## config.mk

```make
export PLATFORM = sky130hd
export DESIGN_NAME = pcm_serial_tx
export DESIGN_NICKNAME = d
export VERILOG_FILES = /design/src/rtl/ptx_pkg.sv /design/src/rtl/ptx_clkgen.sv /design/src/rtl/ptx_sbuf.sv /design/src/rtl/ptx_framer.sv /design/src/rtl/pcm_serial_tx.sv
export SDC_FILE = /design/constraint.sdc
export NUM_CORES = 1
export LEC_CHECK = 0
export BUFFER_PORTS_ARGS = -buffer_cell sky130_fd_sc_hd__clkbuf_2
export CAP_MARGIN = 10
export CORE_MARGIN = 10
export CORE_UTILIZATION = 25
export CTS_CLUSTER_SIZE = 10
export DETAILED_ROUTE_END_ITERATION = 6
export SLEW_MARGIN = 40
export SYNTH_ARGS = -nofsm -noshare
export SYNTH_HDL_FRONTEND = slang
export SYNTH_SLANG_ARGS = --single-unit
```

## constraint.sdc

```tcl
create_clock -name clk -period 9.8 [get_ports clk]
set_clock_uncertainty 0.15 [all_clocks]
set_input_delay 1.96 -clock clk [delete_from_list [all_inputs] [get_ports clk]]
set_output_delay 1.96 -clock clk [all_outputs]
set_load 0.05 [all_outputs]
```

## src/rtl/ptx_pkg.sv

```systemverilog
package ptx_pkg;

    typedef enum logic [1:0] {
        ST_WAIT  = 2'd0,
        ST_LEFT  = 2'd1,
        ST_RIGHT = 2'd2
    } tx_state_e;

    localparam logic FMT_I2S = 1'b0;
    localparam logic FMT_LJ  = 1'b1;

endpackage

```

## src/rtl/ptx_clkgen.sv

```systemverilog
module ptx_clkgen #(
    parameter int HP_W = 8
) (
    input  logic            clk,
    input  logic            rst_n,
    input  logic [HP_W-1:0] half_in,
    input  logic            wait_i,
    input  logic            frame_end_i,
    output logic            bclk_o,
    output logic            fall_evt_o
);
    logic [HP_W-1:0] cnt_q;
    logic [HP_W-1:0] half_q;
    logic [HP_W-1:0] half_san;
    logic [HP_W-1:0] half_eff;
    logic            bclk_q;
    logic            term;

    always_comb begin
        half_san   = (half_in == '0) ? HP_W'(1) : half_in;
        half_eff   = wait_i ? half_san : half_q;
        term       = (cnt_q >= half_eff - 1'b1);
        fall_evt_o = term && bclk_q;
    end

    always_ff @(posedge clk or negedge rst_n) begin
        if (!rst_n) begin
            cnt_q  <= '0;
            half_q <= HP_W'(1);
            bclk_q <= 1'b0;
        end else begin
            if (wait_i || (fall_evt_o && frame_end_i))
                half_q <= half_san;
            if (term) begin
                cnt_q  <= '0;
                bclk_q <= ~bclk_q;
            end else begin
                cnt_q <= cnt_q + 1'b1;
            end
        end
    end

    assign bclk_o = bclk_q;


    hp_floor_chk: assert property (@(posedge clk) disable iff (!rst_n)
        half_q != '0);

endmodule

```

## src/rtl/ptx_sbuf.sv

```systemverilog
module ptx_sbuf #(
    parameter int SMP_W = 24
) (
    input  logic             clk,
    input  logic             rst_n,
    input  logic             valid_i,
    input  logic [SMP_W-1:0] left_i,
    input  logic [SMP_W-1:0] right_i,
    input  logic             take_i,
    output logic             ready_o,
    output logic [SMP_W-1:0] sel_l_o,
    output logic [SMP_W-1:0] sel_r_o,
    output logic             underrun_o
);
    logic [SMP_W-1:0] pend_l_q, pend_r_q, act_l_q, act_r_q;
    logic             pend_full_q, pend_nxt, ready_q, unr_q, acc;

    always_comb begin
        acc      = valid_i && ready_q;
        pend_nxt = acc ? 1'b1 : (take_i ? 1'b0 : pend_full_q);
        sel_l_o  = (take_i && pend_full_q) ? pend_l_q : act_l_q;
        sel_r_o  = (take_i && pend_full_q) ? pend_r_q : act_r_q;
    end

    always_ff @(posedge clk or negedge rst_n) begin
        if (!rst_n) begin
            pend_l_q    <= '0;
            pend_r_q    <= '0;
            act_l_q     <= '0;
            act_r_q     <= '0;
            pend_full_q <= 1'b0;
            ready_q     <= 1'b0;
            unr_q       <= 1'b0;
        end else begin
            pend_full_q <= pend_nxt;
            ready_q     <= !pend_nxt;
            if (acc) begin
                pend_l_q <= left_i;
                pend_r_q <= right_i;
            end
            if (take_i && pend_full_q) begin
                act_l_q <= pend_l_q;
                act_r_q <= pend_r_q;
            end
            if (take_i && !pend_full_q)
                unr_q <= 1'b1;
        end
    end

    assign ready_o    = ready_q;
    assign underrun_o = unr_q;


    unr_sticky_chk: assert property (@(posedge clk) disable iff (!rst_n)
        unr_q |=> unr_q);


    take_frees_chk: assert property (@(posedge clk) disable iff (!rst_n)
        (take_i && pend_full_q) |=> ready_q);

endmodule

```

## src/rtl/ptx_framer.sv

```systemverilog
module ptx_framer
    import ptx_pkg::*;
#(
    parameter int SMP_W  = 24,
    parameter int SLOT_W = 32
) (
    input  logic             clk,
    input  logic             rst_n,
    input  logic             fall_evt_i,
    input  logic             bclk_i,
    input  logic             fmt_sel_i,
    input  logic [SMP_W-1:0] sel_l_i,
    input  logic [SMP_W-1:0] sel_r_i,
    output logic             take_o,
    output logic             wait_o,
    output logic             frame_end_o,
    output logic             sdata_o,
    output logic             lrclk_o
);
    localparam int BIT_W = $clog2(SLOT_W);

    tx_state_e        state_q, state_nxt;
    logic [BIT_W-1:0] bit_q, bit_nxt;
    logic             fmt_q, fmt_nxt;
    logic             last;
    logic             sdata_q, lrclk_q;
    logic             data_nxt, lr_nxt;
    logic [BIT_W:0]   dpos, off;
    logic [SMP_W-1:0] word, shf;

    always_comb begin
        last        = (bit_q == BIT_W'(SLOT_W - 1));
        take_o      = fall_evt_i && last && (state_q != ST_LEFT);
        wait_o      = (state_q == ST_WAIT);
        frame_end_o = (state_q == ST_RIGHT) && last;
        state_nxt   = state_q;
        unique case (state_q)
            ST_WAIT:  if (fall_evt_i)         state_nxt = ST_LEFT;
            ST_LEFT:  if (fall_evt_i && last) state_nxt = ST_RIGHT;
            ST_RIGHT: if (fall_evt_i && last) state_nxt = ST_LEFT;
            default:                          state_nxt = ST_WAIT;
        endcase
        bit_nxt  = fall_evt_i ? (last ? '0 : bit_q + 1'b1) : bit_q;
        fmt_nxt  = take_o ? fmt_sel_i : fmt_q;
        word     = (state_nxt == ST_RIGHT) ? sel_r_i : sel_l_i;
        off      = (fmt_nxt == FMT_LJ) ? '0 : (BIT_W+1)'(1);
        dpos     = {1'b0, bit_nxt} - off;
        shf      = word << dpos;
        data_nxt = ({1'b0, bit_nxt} >= off) && (int'(dpos) < SMP_W) && shf[SMP_W-1];
        lr_nxt   = (state_nxt == ST_RIGHT) ^ fmt_nxt;
    end

    always_ff @(posedge clk or negedge rst_n) begin
        if (!rst_n) begin
            state_q <= ST_WAIT;
            bit_q   <= BIT_W'(SLOT_W - 1);
            fmt_q   <= 1'b0;
        end else begin
            state_q <= state_nxt;
            bit_q   <= bit_nxt;
            fmt_q   <= fmt_nxt;
        end
    end

    always_ff @(posedge clk or negedge rst_n) begin
        if (!rst_n) begin
            sdata_q <= 1'b0;
            lrclk_q <= 1'b0;
        end else if (fall_evt_i) begin
            sdata_q <= data_nxt;
            lrclk_q <= lr_nxt;
        end
    end

    assign sdata_o = sdata_q;
    assign lrclk_o = lrclk_q;


    sdat_fall_chk: assert property (@(posedge clk) disable iff (!rst_n)
        !$stable(sdata_q) |-> $fell(bclk_i));


    lrck_fall_chk: assert property (@(posedge clk) disable iff (!rst_n)
        !$stable(lrclk_q) |-> $fell(bclk_i));


    fmt_frame_chk: assert property (@(posedge clk) disable iff (!rst_n)
        !$stable(fmt_q) |-> (state_q == ST_LEFT && bit_q == '0));

endmodule

```

## src/rtl/pcm_serial_tx.sv

```systemverilog
module pcm_serial_tx #(
    parameter int SMP_W  = 24,
    parameter int SLOT_W = 32,
    parameter int HP_W   = 8
) (
    input  logic             clk,
    input  logic             rst_n,
    input  logic             fmt_sel,
    input  logic [HP_W-1:0]  half_div,
    input  logic             smp_valid,
    output logic             smp_ready,
    input  logic [SMP_W-1:0] smp_left,
    input  logic [SMP_W-1:0] smp_right,
    output logic             bclk,
    output logic             lrclk,
    output logic             sdata,
    output logic             underrun
);
    logic             fall_evt, take, in_wait, frame_end;
    logic [SMP_W-1:0] sel_l, sel_r;

    ptx_clkgen #(.HP_W(HP_W)) u_clkgen (
        .clk         (clk),
        .rst_n       (rst_n),
        .half_in     (half_div),
        .wait_i      (in_wait),
        .frame_end_i (frame_end),
        .bclk_o      (bclk),
        .fall_evt_o  (fall_evt)
    );

    ptx_sbuf #(.SMP_W(SMP_W)) u_sbuf (
        .clk        (clk),
        .rst_n      (rst_n),
        .valid_i    (smp_valid),
        .left_i     (smp_left),
        .right_i    (smp_right),
        .take_i     (take),
        .ready_o    (smp_ready),
        .sel_l_o    (sel_l),
        .sel_r_o    (sel_r),
        .underrun_o (underrun)
    );

    ptx_framer #(.SMP_W(SMP_W), .SLOT_W(SLOT_W)) u_framer (
        .clk         (clk),
        .rst_n       (rst_n),
        .fall_evt_i  (fall_evt),
        .bclk_i      (bclk),
        .fmt_sel_i   (fmt_sel),
        .sel_l_i     (sel_l),
        .sel_r_i     (sel_r),
        .take_o      (take),
        .wait_o      (in_wait),
        .frame_end_o (frame_end),
        .sdata_o     (sdata),
        .lrclk_o     (lrclk)
    );

endmodule

```

Word-level counts from Yosys, hierarchy flattened
Index checks and enable logic that the tools add are counted.
Storage, ports and cells
  flip-flop bits (word level): 126
  bits in latches: 0
  RAM bits: 0
  bits in read-only memories: 0
  input bits: 60
  output and inout port bits: 5
  logic and storage cells: 61
  memories kept: 0
Cells by class
  add/subtract/negate cells: 4
  multipliers: 0
  divide/modulo/power cells: 0
  order comparisons: 3
  equality and inequality tests: 5
  shifts and indexed selects: 1
  mux-type cells: 16
  bitwise operators: 2
  reductions and logical operators: 15
Operator list (count)
  24-bit two-way mux: 3
  8-bit two-way mux: 3
  24-bit by 6-bit << shifter with 24-bit output: 1
  1-bit logical AND: 10
  5-bit two-way mux: 2
  8-bit by 1-bit adder with 8-bit output (second input constant): 1
  8-bit >= comparator: 1
  8-bit zero test: 1
  8-bit by 1-bit subtractor with 8-bit output (second input constant): 1
  5-bit by 6-bit >= comparator with 1-bit output: 1
  6-bit by 5-bit less-than comparator with 1-bit output (second input constant): 1
  2-bit two-way mux: 3
  2-bit case mux with 3 select lines: 1
  5-bit by 6-bit subtractor with 6-bit output: 1
  5-bit by 1-bit adder with 5-bit output (second input constant): 1
  5-bit equality test (second input constant): 1
  2-bit equality test (second input constant): 2
  1-bit two-way mux: 4
  2-bit by 1-bit equality test with 1-bit output (second input constant): 1
  1-bit zero test: 2
  2-bit zero test: 1
  2-bit by 1-bit != test with 1-bit output (second input constant): 1
  1-bit logical OR: 1
  1-bit inverter: 1
  1-bit XOR: 1

Logic depth before layout (Yosys ltp)
Gate-level depths: netlist (run 1).
  word-level depth: 14
  mapped depth: 25
  depth with buffers taken out: 23

By module
A second synthesis (run 1) with hierarchy kept.
Second synthesis, totals
  cell total of the unflattened synthesis: 517
  area, all modules: 6369.9 um2
By module, submodules not included
  ptx_sbuf: instances 1, cells an instance 211, area each 3733.6 um2, seq. area each 2477.4 um2
  ptx_framer: instances 1, cells an instance 195, area each 1493.9 um2, seq. area each 256.5 um2
  ptx_clkgen: instances 1, cells an instance 111, area each 1142.3 um2, seq. area each 426.7 um2

Worst setup path before layout (run 1)
No wires, ideal clock.
  path kind: in2reg
  start: input port half_div[6]
  end: register u_framer.sdata_q (netlist: u_framer.sdata_o)
  library setup time: 0.087 ns
  data arrival time: 6.297 ns
  data required time: 9.563 ns
  path slack: 3.266 ns
  stages: 23
  path buffers: 1
  cell sequence: nor3_1 a31oi_1 nand2_1 o21ai_0 ha_1 o21ai_0 nor2_1 xor2_1 ha_1 nand2_1 nor2_1 o21ai_2 a21boi_4 nand3_1 mux2i_1 ha_1 ha_1 xnor2_2 buf_6 mux2_2 mux4_2 a211o_1 a22oi_1
Between the ends
  word-level cells in the longest chain between the ends: 14
  elaborated cells on any way between the ends: 26
  classes of those cells: add/sub: 2; order compare: 3; eq/ne: 1; shift: 1; mux: 12; reduce/logical: 7
RTL lines
  start, declared: line pcm_serial_tx.sv:9  | input logic [HP_W-1:0] half_div,
  8-bit zero test: line ptx_clkgen.sv:20  | half_san = (half_in == '0) ? HP_W'(1) : half_in;
  8-bit two-way mux *: line ptx_clkgen.sv:20
  8-bit two-way mux *: line ptx_clkgen.sv:21  | half_eff = wait_i ? half_san : half_q;
  8-bit by 1-bit subtractor with 8-bit output *: line ptx_clkgen.sv:22  | term = (cnt_q >= half_eff - 1'b1);
  8-bit >= comparator *: line ptx_clkgen.sv:22
  1-bit logical AND *: line ptx_clkgen.sv:23  | fall_evt_o = term && bclk_q;
  1-bit logical AND: line ptx_framer.sv:33, ptx_framer.sv:39, ptx_framer.sv:40
  1-bit logical AND: line ptx_framer.sv:33  | take_o = fall_evt_i && last && (state_q != ST_LEFT);
  1-bit two-way mux: line ptx_framer.sv:44  | fmt_nxt = take_o ? fmt_sel_i : fmt_q;
  1-bit two-way mux: line ptx_framer.sv:46  | off = (fmt_nxt == FMT_LJ) ? '0 : (BIT_W+1)'(1);
  5-bit by 6-bit subtractor with 6-bit output: line ptx_framer.sv:47  | dpos = {1'b0, bit_nxt} - off;
  6-bit by 5-bit less-than comparator with 1-bit output: line ptx_framer.sv:49  | data_nxt = ({1'b0, bit_nxt} >= off) && (int'(dpos) < SMP_W) && shf[SMP_W-1];
  1-bit logical AND (2 in series): line ptx_framer.sv:49
  end signal, assigned: line ptx_framer.sv:70  | sdata_q <= data_nxt;
  end, declared: line ptx_framer.sv:26  | logic sdata_q, lrclk_q;
Every way passes the cells marked *; elsewhere a longest branch is shown, timed or not.
A chain may end at the register's enable or synchronous reset.

Worst setup path after layout (run 1)
  start: input port half_div[5]
  end: register u_framer.sdata_q (netlist: u_framer.sdata_o)
The elaborated chain is that of the path after synthesis.

==> results.toml, run 1 <==
[setup_path]
end_kind = "register"
cp.required_ns = 9.98
critPathArrivalTime_ns = 7.50
path_max_fanout = 11
crit_path_start_kind = "input pin"
path_class = "input pin to register"
ff2ff_path_depth = 21

[global_routing]
antenna_found_initial = 0
grt_pass1_wl_um = 20690
grt.total_usage_pct = 8.663
grt_pass1_vias = 3883
grt_start_max_net_pins = 82
overflow = 0

[floorplanning]
rows = 56
core_sq_mm = 0.02333
dieArea_sq_mm = 0.03008
chipHeight_um = 173.5
pin_count = 65
floorplan.initialDensity_pct = 25.23
die_w_um = 173.5

[power_and_ir_drop]
switching_share_pct = 33.26
p_comb_share_pct = 27.2
p_switching_w = 0.0006116
p_leak_nw = 3.334
p_seq_share_pct = 38.6
internal-power_w = 0.001227
p_per_area_mw_per_mm2 = 257.3
max-vdd-ir-drop_mv = 0.1504
pwr-share-clk_pct = 34.3
power.total_w = 0.001839

[timing]
timing_hold_violations_final = 0
finalCriticalPeriod_ns = 7.320
setup_viol = 0
slew_headroom_pct = 47.93
setup-tns-final_ns = 0
tightest_slew_ns = 0.7772
rsz0062_at_grt = "false"
period_share_pct = 74.69
setup_slack_ns = 2.480
fmax_mhz = 136.6
maxSlewViolCount = 0

[layout]
syn_to_final_growth_pct = 21.42
finalNonFillerCells = 872
nets = 614
drive_gt1_share_pct = 37.97
fin_util_pct = 30.64
nFillCells = 2374
antenna_cells = 0

[placement]
place.gp.congestion = 0.8324
numPortBuffers = 64
dp_hpwl_um = 8953
pre_cts_slack_ns = 2.077
placed_cells = 840

[clocking]
ctsResizeCount = 0
clock-sinks = 126
numCtsBuffers = 17
path_clk_slew_ns = 0.06
cts_root_buf = "clkbuf_16"
holdBufCountCts = 0
cts_tree = "built"
clockBufferDepth = 2
cts-htree-levels = 4
clock_latency_ns = 0.42
cts_setup_buffers = 0

[worst_hold_path]
hp-class = "register to register"
hold_depth = 2

[routing]
wire_per_inst_um = 14.36
routed_wl_um = 12530
drc = 0
ant_nets = 0
drtIter0Drc = 258
drt-vias-per-instance = 4.194
dr.pass1.iters = 4
via_count = 3657

[outcome]
status = "finished clean"

[synth]
syn_avg_cell_area_sq_um = 12.50
yosysSeqAreaShare_pct = 53.69
synth_edf_count = 0
synth.cell_area_sq_mm = 0.005887
synthDistinctLibCells = 50
syn_inst = 471
yosysWarnings = 0
ys_async_sr_fraction_pct = 100.0
synth_ff_type = "dfrtp_1"
ys_ff_latch = 126
synth_nets = 545

[run]
drv_cap = 0
cells in the final DEF (no fill, tap or decap), drive strengths merged, types with 7 or more instances in the layout:
master	netlist	final
dfrtp	120	120
mux2	102	102
clkbuf	9	80
nand2	53	53
mux2i	28	28
nor2	25	25
inv	8	20
ha	14	14
a21oi	10	10
nand3	9	9
xnor2	9	9
o21ai	8	8
nor3	7	7
xor2	7	7
layer usage:
layer | wire length (um) | vias to the layer above | track usage (%)
li1 | - | 1808 | -
met1 | 6307 | 1775 | 11.61
met2 | 5597 | 61 | 12.85
met3 | 461 | 13 | 2.461
met4 | 159 | 0 | 3.450
met5 | 0 | - | 0
Yosys cell counts (all sizes together) (5+ instances only):
master | n | share of area [%]
a21oi | 10 | 0.91
dfstp | 6 | 2.7
xnor2 | 9 | 1.5
mux2 | 102 | 20
clkbuf | 9 | 0.57
nand3 | 9 | 0.77
dfrtp | 120 | 51
xor2 | 7 | 1.0
nor2 | 25 | 1.6
o21ai | 8 | 0.74
ha | 14 | 3.0
nand2b | 5 | 0.53
mux2i | 28 | 4.8
nor3 | 7 | 0.60
nand2 | 53 | 3.4
inv | 8 | 0.51
buf | 10 | 1.1
and3 | 6 | 0.64
cells by family after synthesis:
logic type	after synthesis	share of synthesized area [%]
buffers and inverters	28	2.274
multiplexers	132	25.04
flip-flops	126	53.69
adder cells (fa/ha/maj)	14	2.976
AO/OA/AOI/OAI	40	4.889
XOR/XNOR	16	2.508
AND/OR/NAND/NOR	115	8.629
worst max-delay path, stage by stage:
cell	delay (ns)
clkbuf_2	0.12
nor2_1	0.06
a31oi_1	0.23
nand2_1	0.07
o21ai_0	0.14
nand3_1	0.17
nor2_1	0.18
o21ai_0	0.14
xnor2_1	0.20
ha_1	0.27
a21oi_1	0.19
o21ai_0	0.17
o21ai_1	0.55
mux2i_1	0.22
ha_1	0.27
ha_1	0.24
xnor2_2	0.65
buf_4	0.33
mux2i_1	0.10
mux2_1	0.29
mux4_2	0.46
a211o_1	0.31
a22oi_1	0.17
power groups by stage:
| stage | Clock (W) | Combinational [W] | Sequential, W |
|---|---|---|---|
| final | 0.000630 | 0.000500 | 0.000709 |
| after floorplan | 0 | 0.000382 | 0.000712 |
| after CTS | 0.000649 | 0.000507 | 0.000711 |
| after detailed placement | 0 | 0.000504 | 0.000720 |
| after global placement | 0 | 0.000499 | 0.000719 |
| after global routing | 0.000673 | 0.000561 | 0.000725 |
stage by stage:
stage / cell area [sq um] / hold WS (ns)
2_1_floorplan: 5887 / 0.2831
3_3_place_gp: 6550 / 0.2990
3_5_place_dp: 6558 / 0.3059
4_1_cts: 7148 / 0.3247
5_1_grt: 7148 / 0.3343
6_report: 7148 / 0.3219
final cells by class:
class,count,area (sq um),share of cell area [%]
Multi-Input combinational cell,317,2600,36.37
Clock inverter,15,165.2,2.311
Clock buffer,17,425.4,5.951
Sequential cell,126,3161,44.21
Timing Repair Buffer,69,364.1,5.094
Tap cell,319,399.1,5.584
Inverter,9,33.78,0.4726
registers in the layout, summed over array words and instances (netlist names), 2 cells and up:
| register | count |
|---|---|
| u_framer.bit_q | 5 |
| u_framer.state_q | 2 |
| u_sbuf.act_r_q | 24 |
| u_sbuf.pend_r_q | 24 |
| u_sbuf.act_l_q | 24 |
| u_sbuf.pend_l_q | 24 |
| u_clkgen.half_q | 8 |
| u_clkgen.cnt_q | 8 |
final timing paths:
check | endpoint | from | slack [ns]
worst max-delay path | u_framer.sdata_o$_DFFE_PN0N_ | half_div[5] | 2.48
worst min-delay path | u_sbuf.act_r_q[0]$_DFF_PN0_ | u_sbuf.act_r_q[0]$_DFF_PN0_ | 0.32
worst max register to register | u_framer.sdata_o$_DFFE_PN0N_ | u_framer.state_q[0]$_DFF_PN0_ | 3.21
worst min register to register | u_sbuf.act_r_q[0]$_DFF_PN0_ | u_sbuf.act_r_q[0]$_DFF_PN0_ | 0.32
max in group asynchronous | u_sbuf.act_l_q[23]$_DFF_PN0_ | rst_n | 6.98
min in group asynchronous | u_clkgen.half_q[2]$_DFFE_PN0P_ | rst_n | 1.41
(Power assumes the default switching activity.)
==> run 2: changes to the inputs <==
Clock period 9.8 ns to 6.7 ns, I/O delays scaled along.
==> run 2 against run 1 <==
Combinational power grew 53%. Highest routed layer unchanged. Routed wire length grew 2.4%. Global-route usage grew 0.24 points. Count of clock-buffer cells in the layout is the same.
==> results.toml, run 2 (same netlist as run 1, synthesis figures left out) <==
[layout]
drive_gt1_share_pct = 38.24
layout_common_cells = "dfrtp_1, mux2_2, clkbuf_2, nand2_1, mux2i_1"
nets = 618
final_area_sq_mm = 0.007184
syn_to_final_growth_pct = 22.04
final_common_cell = "dfrtp_1"
finalNonFillerCells = 876
antenna_cells = 0
nFillCells = 2379
fin_util_pct = 30.79

[routing]
ant_nets = 0
drt-vias-per-instance = 4.200
drtIter0Drc = 205
dr.pass1.iters = 4
drc = 0
via_count = 3679
routed_wl_um = 12820
wire_per_inst_um = 14.64

[setup_path]
crit_path_start_kind = "input pin"
path_cells = "clkbuf_2 > nor3_1 > a31oi_1 > nand2_1 > o21ai_0 > nand3_1 > nor2_1 > o21ai_0 > xnor2_1 > ha_1 > a21oi_1 > o21ai_0 > o21ai_1 > mux2i_1 > ha_1 > ha_1 > xnor2_4 > mux2i_1 > mux2_1 > mux4_2 > a211o_1 > a22oi_1"
reg2reg_slack_ns = 0.72
cp.required_ns = 6.88
path_buf_inv = 1
critPathArrivalTime_ns = 6.34
max_stage_delay_ns = 0.50
path_max_fanout = 12
end_kind = "register"
path_delay_family = "compound AO/OA/AOI/OAI gates"
r2r_start = "u_framer.state_q[0]$_DFF_PN0_"
r2r_end = "u_framer.sdata_o$_DFFE_PN0N_"
path_class = "input pin to register"
slowest_stage = "xnor2_4"
ff2ff_path_depth = 19

[timing]
tightest_slew_ns = 0.7023
period_share_pct = 91.86
finalCriticalPeriod_ns = 6.155
setup_viol = 0
timing_hold_violations_final = 0
slew_headroom_pct = 53.18
fmax_mhz = 162.5
rsz0062_at_grt = "false"
maxSlewViolCount = 0
setup-tns-final_ns = 0

[run]
drv_cap = 0

[clocking]
cts_tree = "built"
cts-htree-levels = 4
clock_latency_ns = 0.42
holdBufCountCts = 0
numCtsBuffers = 17
cts_setup_buffers = 0
cts_root_buf = "clkbuf_16"
ctsResizeCount = 0
clock-sinks = 126
clockBufferDepth = 2
path_clk_slew_ns = 0.06

[worst_hold_path]
hold_depth = 2
whs_endpoint = "u_sbuf.act_r_q[16]$_DFF_PN0_"
hp-start = "u_sbuf.act_r_q[16]$_DFF_PN0_"
hp-class = "register to register"

[global_routing]
antenna_found_initial = 0
grt_start_max_net_pins = 77
overflow = 0
grt.total_usage_pct = 8.904
grt_pass1_wl_um = 21380
grt_pass1_vias = 4008

[power_and_ir_drop]
p_per_area_mw_per_mm2 = 377.8
max-vdd-ir-drop_mv = 0.2085
p_leak_nw = 3.357

[placement]
dp_hpwl_um = 9279
place.gp.congestion = 0.8311
numPortBuffers = 64
placed_cells = 844
placed_area_sq_mm = 0.006588

[floorplanning]
die_w_um = 173.5
floorplan.initialDensity_pct = 25.23
rows = 56
pin_count = 65
chipHeight_um = 173.5
core_sq_mm = 0.02333
dieArea_sq_mm = 0.03008

[outcome]
status = "finished clean"
-- run 2: where the power goes --
group / total [W] / internal (W) / switching, W
sequential: 0.00104 / 0.000929 / 0.000108
combinational: 0.000764 / 0.000349 / 0.000414
clock: 0.000914 / 0.000530 / 0.000384
-- run 2: area by class of cell --
type	instances	area, sq um	share of cell area, %
Sequential cell	126	3161	43.99
Multi-Input combinational cell	317	2611	36.35
Clock buffer	17	425.4	5.921
Tap cell	319	399.1	5.556
Timing Repair Buffer	73	394.1	5.486
Clock inverter	15	160.2	2.229
Inverter	9	33.78	0.4702
-- run 2: through the flow --
stage	hold WS [ns]	setup WS, ns	power [W]
2_1_floorplan	0.2831	0.7864	0.001601
3_5_place_dp	0.3074	-0.04575	0.001806
5_1_grt	0.3451	0.07570	0.002891
6_report	0.3159	0.5451	0.002714
3_3_place_gp	0.2978	0.1105	0.001790
4_1_cts	0.3225	0.3768	0.002737
-- run 2: how the worst max path moves through the flow --
| stage | cells after the start | from | slack (ns) | endpoint |
|---|---|---|---|---|
| after global routing | 22 | half_div[5] | 0.08 | u_framer.sdata_o$_DFFE_PN0N_ |
| after floorplan | 23 | half_div[6] | 0.79 | u_framer.sdata_o$_DFFE_PN0N_ |
| after CTS | 22 | half_div[5] | 0.38 | u_framer.sdata_o$_DFFE_PN0N_ |
| after detailed placement | 22 | half_div[5] | -0.05 | u_framer.sdata_o$_DFFE_PN0N_ |
| after global placement | 24 | half_div[6] | 0.11 | u_framer.sdata_o$_DFFE_PN0N_ |
| final | 22 | half_div[6] | 0.55 | u_framer.sdata_o$_DFFE_PN0N_ |
-- run 2: worst register-to-register path: stages, from the launching register on --
cell and delay [ns]:
dfrtp_1 0.48, nor2_1 0.59, mux2i_1 0.39, nand3_1 0.17, nor2_1 0.20, o21ai_0 0.15
xnor2_1 0.19, ha_1 0.27, a21oi_1 0.19, o21ai_0 0.17, o21ai_1 0.37, mux2i_1 0.18
ha_1 0.24, ha_1 0.27, xnor2_4 0.50, mux2i_1 0.15, mux2_1 0.31, mux4_2 0.45
a211o_1 0.30, a22oi_1 0.18
-- run 2: routing by layer --
layer | global-route usage (%) | vias to the layer above | wire [um]
met4 | 2.695 | 0 | 145
met3 | 3.376 | 12 | 594
li1 | - | 1810 | -
met5 | 0 | - | 0
met2 | 13.28 | 62 | 5829
met1 | 11.67 | 1795 | 6251
